--- src/rtl/cmlen_pkg.sv ---
package cmlen_pkg;

  localparam int HW_W    = 16;
  localparam int EXT_LSB = 10;
  localparam int EXT_W   = 5;
  localparam int MAJ_LSB = 1;
  localparam int MAJ_W   = 3;
  localparam int LO_BIT  = 0;
  localparam int HI_BIT  = 15;

  localparam logic [MAJ_W-1:0] ALT_MAJ = 3'b010;

  typedef enum logic [1:0] {
    MODE_STD = 2'd0,
    MODE_C10 = 2'd1,
    MODE_C16 = 2'd2,
    MODE_ONE = 2'd3
  } mode_e;

  typedef enum logic [2:0] {
    CLS_STD = 3'd0,
    CLS_C10 = 3'd1,
    CLS_C16 = 3'd2,
    CLS_IMM = 3'd3,
    CLS_ALT = 3'd4
  } cls_e;

  typedef struct packed {
    logic             lo_flag;
    logic             hi_flag;
    logic [MAJ_W-1:0] maj;
    logic [EXT_W-1:0] ext;
  } hw_fields_t;

endpackage

--- src/rtl/cmlen_fields.sv ---
module cmlen_fields
  import cmlen_pkg::*;
#(
  parameter int WIN_W = 32
) (
  input  logic [WIN_W-1:0] win_i,
  output hw_fields_t       f_o
);

  localparam int EXTRA_W = WIN_W - HW_W;

  logic [HW_W-1:0] hw;
  assign hw = win_i[HW_W-1:0];

  assign f_o.lo_flag = hw[LO_BIT];
  assign f_o.hi_flag = hw[HI_BIT];
  assign f_o.maj     = hw[MAJ_LSB +: MAJ_W];
  assign f_o.ext     = hw[EXT_LSB +: EXT_W];

  generate
    if (EXTRA_W > 0) begin : g_extra
      logic unused_upper;
      assign unused_upper = ^{win_i[WIN_W-1:HW_W], hw};
    end else begin : g_exact
      logic unused_hw;
      assign unused_hw = ^hw;
    end
  endgenerate

endmodule

--- src/rtl/cmlen_decode.sv ---
module cmlen_decode
  import cmlen_pkg::*;
#(
  parameter logic [EXT_W-1:0] MARKER = 5'b10110
) (
  input  mode_e      mode_i,
  input  hw_fields_t f_i,
  output cls_e       cls_o,
  output logic [2:0] bytes_o,
  output mode_e      nxt_o
);

  localparam logic [2:0] BYTES_HALF = 3'd2;
  localparam logic [2:0] BYTES_FULL = 3'd4;

  always_comb begin
    cls_o   = CLS_STD;
    bytes_o = BYTES_FULL;
    nxt_o   = MODE_STD;
    unique case (mode_i)
      MODE_STD: begin
        if (f_i.ext == MARKER) begin
          cls_o   = CLS_C10;
          bytes_o = BYTES_HALF;
          nxt_o   = MODE_C10;
        end
      end
      MODE_C10: begin
        cls_o   = CLS_C10;
        bytes_o = BYTES_HALF;
        nxt_o   = f_i.hi_flag ? MODE_C16 : MODE_STD;
      end
      MODE_C16: begin
        bytes_o = BYTES_HALF;
        nxt_o   = f_i.hi_flag ? MODE_C16 : MODE_ONE;
        if (f_i.lo_flag && f_i.hi_flag)
          cls_o = CLS_IMM;
        else if (f_i.lo_flag && (f_i.maj == ALT_MAJ))
          cls_o = CLS_ALT;
        else
          cls_o = CLS_C16;
      end
      MODE_ONE: begin
        cls_o   = CLS_STD;
        bytes_o = BYTES_FULL;
        nxt_o   = MODE_C16;
      end
      default: begin
        cls_o   = CLS_STD;
        bytes_o = BYTES_FULL;
        nxt_o   = MODE_STD;
      end
    endcase
  end

endmodule

--- src/rtl/cmlen_mode_reg.sv ---
module cmlen_mode_reg
  import cmlen_pkg::*;
(
  input  logic  clk,
  input  logic  rst_n,
  input  logic  flush_i,
  input  logic  adv_i,
  input  mode_e nxt_i,
  output mode_e mode_o
);

  always_ff @(posedge clk or negedge rst_n) begin
    if (!rst_n)
      mode_o <= MODE_STD;
    else if (flush_i)
      mode_o <= MODE_STD;
    else if (adv_i)
      mode_o <= nxt_i;
  end

  AST_FLUSH_STD: assert property (@(posedge clk) disable iff (!rst_n)
    flush_i |=> (mode_o == MODE_STD));

  AST_STALL_HOLD: assert property (@(posedge clk) disable iff (!rst_n)
    (!flush_i && !adv_i) |=> $stable(mode_o));

endmodule

--- src/rtl/cmlen_top.sv ---
module cmlen_top
  import cmlen_pkg::*;
#(
  parameter int               WIN_W  = 32,
  parameter logic [EXT_W-1:0] MARKER = 5'b10110
) (
  input  logic             clk,
  input  logic             rst_n,
  input  logic             flush_i,
  input  logic             in_valid_i,
  output logic             in_ready_o,
  input  logic [WIN_W-1:0] in_win_i,
  output logic             out_valid_o,
  input  logic             out_ready_i,
  output logic [2:0]       out_bytes_o,
  output logic [2:0]       out_class_o,
  output logic [1:0]       out_next_mode_o,
  output logic [1:0]       cur_mode_o
);

  hw_fields_t fields;
  mode_e      cur_mode;
  mode_e      nxt_mode;
  cls_e       cls;
  logic [2:0] bytes;
  logic       adv;

  assign in_ready_o  = out_ready_i;
  assign out_valid_o = in_valid_i;
  assign adv         = in_valid_i && out_ready_i;

  cmlen_fields #(.WIN_W(WIN_W)) u_fields (
    .win_i (in_win_i),
    .f_o   (fields)
  );

  cmlen_decode #(.MARKER(MARKER)) u_decode (
    .mode_i  (cur_mode),
    .f_i     (fields),
    .cls_o   (cls),
    .bytes_o (bytes),
    .nxt_o   (nxt_mode)
  );

  cmlen_mode_reg u_mode (
    .clk     (clk),
    .rst_n   (rst_n),
    .flush_i (flush_i),
    .adv_i   (adv),
    .nxt_i   (nxt_mode),
    .mode_o  (cur_mode)
  );

  assign out_bytes_o     = bytes;
  assign out_class_o     = cls;
  assign out_next_mode_o = nxt_mode;
  assign cur_mode_o      = cur_mode;

  AST_COMP_LEN16: assert property (@(posedge clk) disable iff (!rst_n)
    ((cur_mode == MODE_C10) || (cur_mode == MODE_C16)) |-> (bytes == 3'd2));

  AST_ONE_STD: assert property (@(posedge clk) disable iff (!rst_n)
    (cur_mode == MODE_ONE) |-> ((bytes == 3'd4) && (cls == CLS_STD)));

  AST_ONE_RETURN: assert property (@(posedge clk) disable iff (!rst_n)
    ((cur_mode == MODE_ONE) && adv && !flush_i) |=> (cur_mode == MODE_C16));

  AST_ADV_NEXT: assert property (@(posedge clk) disable iff (!rst_n)
    (adv && !flush_i) |=> (cur_mode == $past(nxt_mode)));

  AST_IMM_STAY: assert property (@(posedge clk) disable iff (!rst_n)
    ((cur_mode == MODE_C16) && (cls == CLS_IMM)) |-> (nxt_mode == MODE_C16));

endmodule

--- config.mk ---
export PLATFORM = sky130hd
export DESIGN_NAME = cmlen_top
export DESIGN_NICKNAME = d
export VERILOG_FILES = /design/src/rtl/cmlen_pkg.sv /design/src/rtl/cmlen_fields.sv /design/src/rtl/cmlen_decode.sv /design/src/rtl/cmlen_mode_reg.sv /design/src/rtl/cmlen_top.sv
export SDC_FILE = /design/constraint.sdc
export NUM_CORES = 1
export LEC_CHECK = 0
export BUFFER_PORTS_ARGS = -buffer_cell sky130_fd_sc_hd__buf_2
export CAP_MARGIN = 20
export CORE_AREA = 10 10 47 49
export DETAILED_ROUTE_END_ITERATION = 8
export DIE_AREA = 0 0 57 59
export GPL_TIMING_DRIVEN = 0
export PLACE_DENSITY = 0.68
export SYNTH_ARGS = -nofsm -noshare
export SYNTH_HDL_FRONTEND = slang
export SYNTH_HIERARCHICAL = 1
export SYNTH_SLANG_ARGS = --single-unit
--- constraint.sdc ---
create_clock -name clk -period 1.8 [get_ports clk]
set_input_delay 0.27 -clock clk [delete_from_list [all_inputs] [get_ports clk]]
set_output_delay 0.27 -clock clk [all_outputs]
set_load 0.03 [all_outputs]
==> flow_metrics.env <==
export IMPL_required_ps=1530
export IMPL_async_reset_ff_share_pct=100
export IMPL_avgSynthCellArea_um2=8.08
export IMPL_synth_cell_types=19
export IMPL_tritoncts="built"
export IMPL_dpl_hpwl_um=804
export IMPL_rsz0062_at_grt="yes"
export IMPL_cp_end_kind="primary output"
export IMPL_synth_compound_area_share_pct=9.51
export IMPL_drive_gt1_share_pct=68.7
export IMPL_wirelength_um=975
export IMPL_areaGrowthSynthToFinish_pct=63.4
export IMPL_startpoint_type="flip-flop"
export IMPL_cts_clk_slew_worst_paths_ps=30
export IMPL_vias=340
export IMPL_reg_largest_list="u_mode/mode_o: 2 flops"
export IMPL_yosys_top_cells_area="buf_4 27%, dfrtp_1 14%, ha_1 14%"
export IMPL_worstHoldStart="flush_i"
export IMPL_crit_start="u_mode/mode_o[1]$_DFFE_PN0P_"
export IMPL_initial_core_util_pct=25.4
export IMPL_status="complete, no violations"
export IMPL_yosys_area_share_simple_pct=23.9
export IMPL_n_antenna_cell=0
export IMPL_r2r_start="u_mode/mode_o[1]$_DFFE_PN0P_"
export IMPL_die_h_um=59
export IMPL_layout_nets=110
export IMPL_io_pins=49
export IMPL_largest_register_ffs=2
export IMPL_clock_path_buffers=2
export IMPL_crit_chain="inv_2 -> ha_4 -> and4b_1 -> nand3b_4 -> o221ai_1 -> buf_4"
export IMPL_grt_max_degree=7
export IMPL_ir_drop_v=0.000288
export IMPL_tns_ps=0
export IMPL_synth_most_common_cell="buf_4"
export IMPL_synth_common_cells="13 x buf_4, 4 x ha_1, 4 x inv_1, 4 x nor2_1"
export IMPL_cap_violations=0
export IMPL_firstDrtPassIters=2
export IMPL_fmax_ghz=0.568
export IMPL_grt_overflow_total=0
export IMPL_core_um2=1400
export IMPL_finalCritPeriodShare_pct=97.9
export IMPL_muxShareOfSynthArea_pct=5.63
export IMPL_setup_violations=0
export IMPL_clkSinkCount=2
export IMPL_synth_top_area_share_pct=27.5
export IMPL_drtAntennaViolNets=0
export IMPL_crit_arrival_ps=1490
export IMPL_cts_buffers=3
export IMPL_yosysSeqAreaShare_pct=14.1
export IMPL_rows=14
export IMPL_ff2ff_setup_slack_ps=400
export IMPL_synth_top_family_by_area="buffers and inverters"
export IMPL_synth_nets=85
export IMPL_gp_congestion=0.653
export IMPL_synth_xor_area_share_pct=0
export IMPL_die_x_um=57
export IMPL_regMostFlops="u_mode/mode_o"
export IMPL_critical_path_class="reg -> out"
export IMPL_grt_antenna_before_repair=0
export IMPL_cts_root_buffer="clkbuf_4"
export IMPL_clock_latency_ps=220
export IMPL_p_total_mw=0.203
export IMPL_drc_errors=0
export IMPL_drv_slew=0
export IMPL_finClkSkew_ps=0.587
export IMPL_synthAdderAreaFrac_pct=14.1
export IMPL_ys_ff_latch=2
export IMPL_drt_iter0_drc=1
export IMPL_cp_slowest_cell="dfrtp_2"
export IMPL_fin_crit_ps=1760
export IMPL_max_stage_delay_ps=420
export IMPL_yosys_area_top_type="buf_4"
export IMPL_wire_per_inst_um=11.7
export IMPL_synth_area_um2=355
export IMPL_groute_usage_overall_pct=5.40
export IMPL_holdCritPathClass="in -> reg"
export IMPL_synth_ff_type="dfrtp_1"
export IMPL_grt_pass1_vias=366
export IMPL_syn_inst=44
export IMPL_crit_fanout=4
export IMPL_cts_max_level=1
export IMPL_fill_cells=157
export IMPL_ys_warnings_count=6
export IMPL_dieArea_um2=3360
export IMPL_final_hold_viol_count=0
export IMPL_io_buffers=15
export IMPL_via_per_inst=4.10
export IMPL_pwr_density_cell_nw_per_um2=349
export IMPL_synth_edff_count=0
export IMPL_finalHoldWorstSlack_ps=215
export IMPL_leakagePower_nw=0.311
export IMPL_grt_pass1_wl_mm=1.46
area by class of cell:
| class | instances | area [um^2] | area share, % |
|---|---|---|---|
| Sequential cell | 2 | 52.6 | 9.05 |
| Inverter | 4 | 15.0 | 2.59 |
| Multi-Input combinational cell | 25 | 238 | 40.9 |
| Tap cell | 16 | 20.0 | 3.45 |
| Buffer | 13 | 97.6 | 16.8 |
| Clock buffer | 3 | 22.5 | 3.88 |
| Timing Repair Buffer | 20 | 135 | 23.3 |
cell usage in the layout (no fill, tap or decap), drive strengths merged, types with 2 or more instances in the layout:
cell / netlist / final
inv: 4 / 4
nand2b: 3 / 3
o21ai: 2 / 2
nor2: 4 / 4
mux2i: 2 / 2
ha: 4 / 4
dfrtp: 2 / 2
buf: 13 / 32
clkbuf: 0 / 3
path summary, 6_finish.rpt:
kind | endpoint | cells past startpoint
worst max-delay path | out_class_o[0] | 6
worst min-delay path | u_mode/mode_o[1]$_DFFE_PN0P_ | 2
worst max register to register | u_mode/mode_o[0]$_DFFE_PN0P_ | 7
worst min register to register | u_mode/mode_o[1]$_DFFE_PN0P_ | 3
max in group asynchronous | u_mode/mode_o[1]$_DFFE_PN0P_ | 2
min in group asynchronous | u_mode/mode_o[0]$_DFFE_PN0P_ | 2
kinds of logic after synthesis:
group | after synthesis
AO/OA/AOI/OAI | 5
buffers and inverters | 17
other | 1
flip-flops | 2
AND/OR/NAND/NOR | 13
adder cells (fa/ha/maj) | 4
multiplexers | 2
layer usage:
metal | GRT usage (%) | part of all wire (%) | vias to the layer above
met5 | 0 | 0 | -
met4 | 3.02 | 0 | 0
met3 | 2.36 | 10 | 0
met2 | 11.0 | 60 | 10
met1 | 4.04 | 29 | 152
li1 | - | - | 178
stage by stage:
step / utilization [%] / setup slack [ps] / cells / instance area, um^2
4_1_cts: 38.8 / 9.27 / 80 / 544
3_5_place_dp: 32.9 / 45.7 / 75 / 462
6_report: 41.4 / 38.4 / 83 / 581
5_1_grt: 41.4 / -25.3 / 83 / 581
2_1_floorplan: - / -51.5 / 44 / 367
3_3_place_gp: 32.9 / 78.2 / 75 / 462
power breakdown:
group | internal, mW | total (mW) | switching, mW | leakage, nW
Sequential | 0.0455 | 0.0455 | 0.0000878 | 0.0246
Clock | 0.0733 | 0.0958 | 0.0225 | 0.0138
Combinational | 0.0335 | 0.0613 | 0.0278 | 0.273
Total | 0.152 | 0.203 | 0.0504 | 0.311
worst max-delay path, delay by kind of cell, from the launching register on:
family,cells,cell delay (ps)
flip-flops,1,420
adder cells (fa/ha/maj),1,150
buffers and inverters,2,280
AND/OR/NAND/NOR,2,350
AO/OA/AOI/OAI,1,80
repair_timing:
item                       CTS  global route
pin swaps                    1             3
hold buffers                 1             0
buffers inserted             1             3
hold endpoints to repair     2             0
setup endpoints to repair    5             5
resized for setup           12             5
Power figures use the tool's default switching activity.
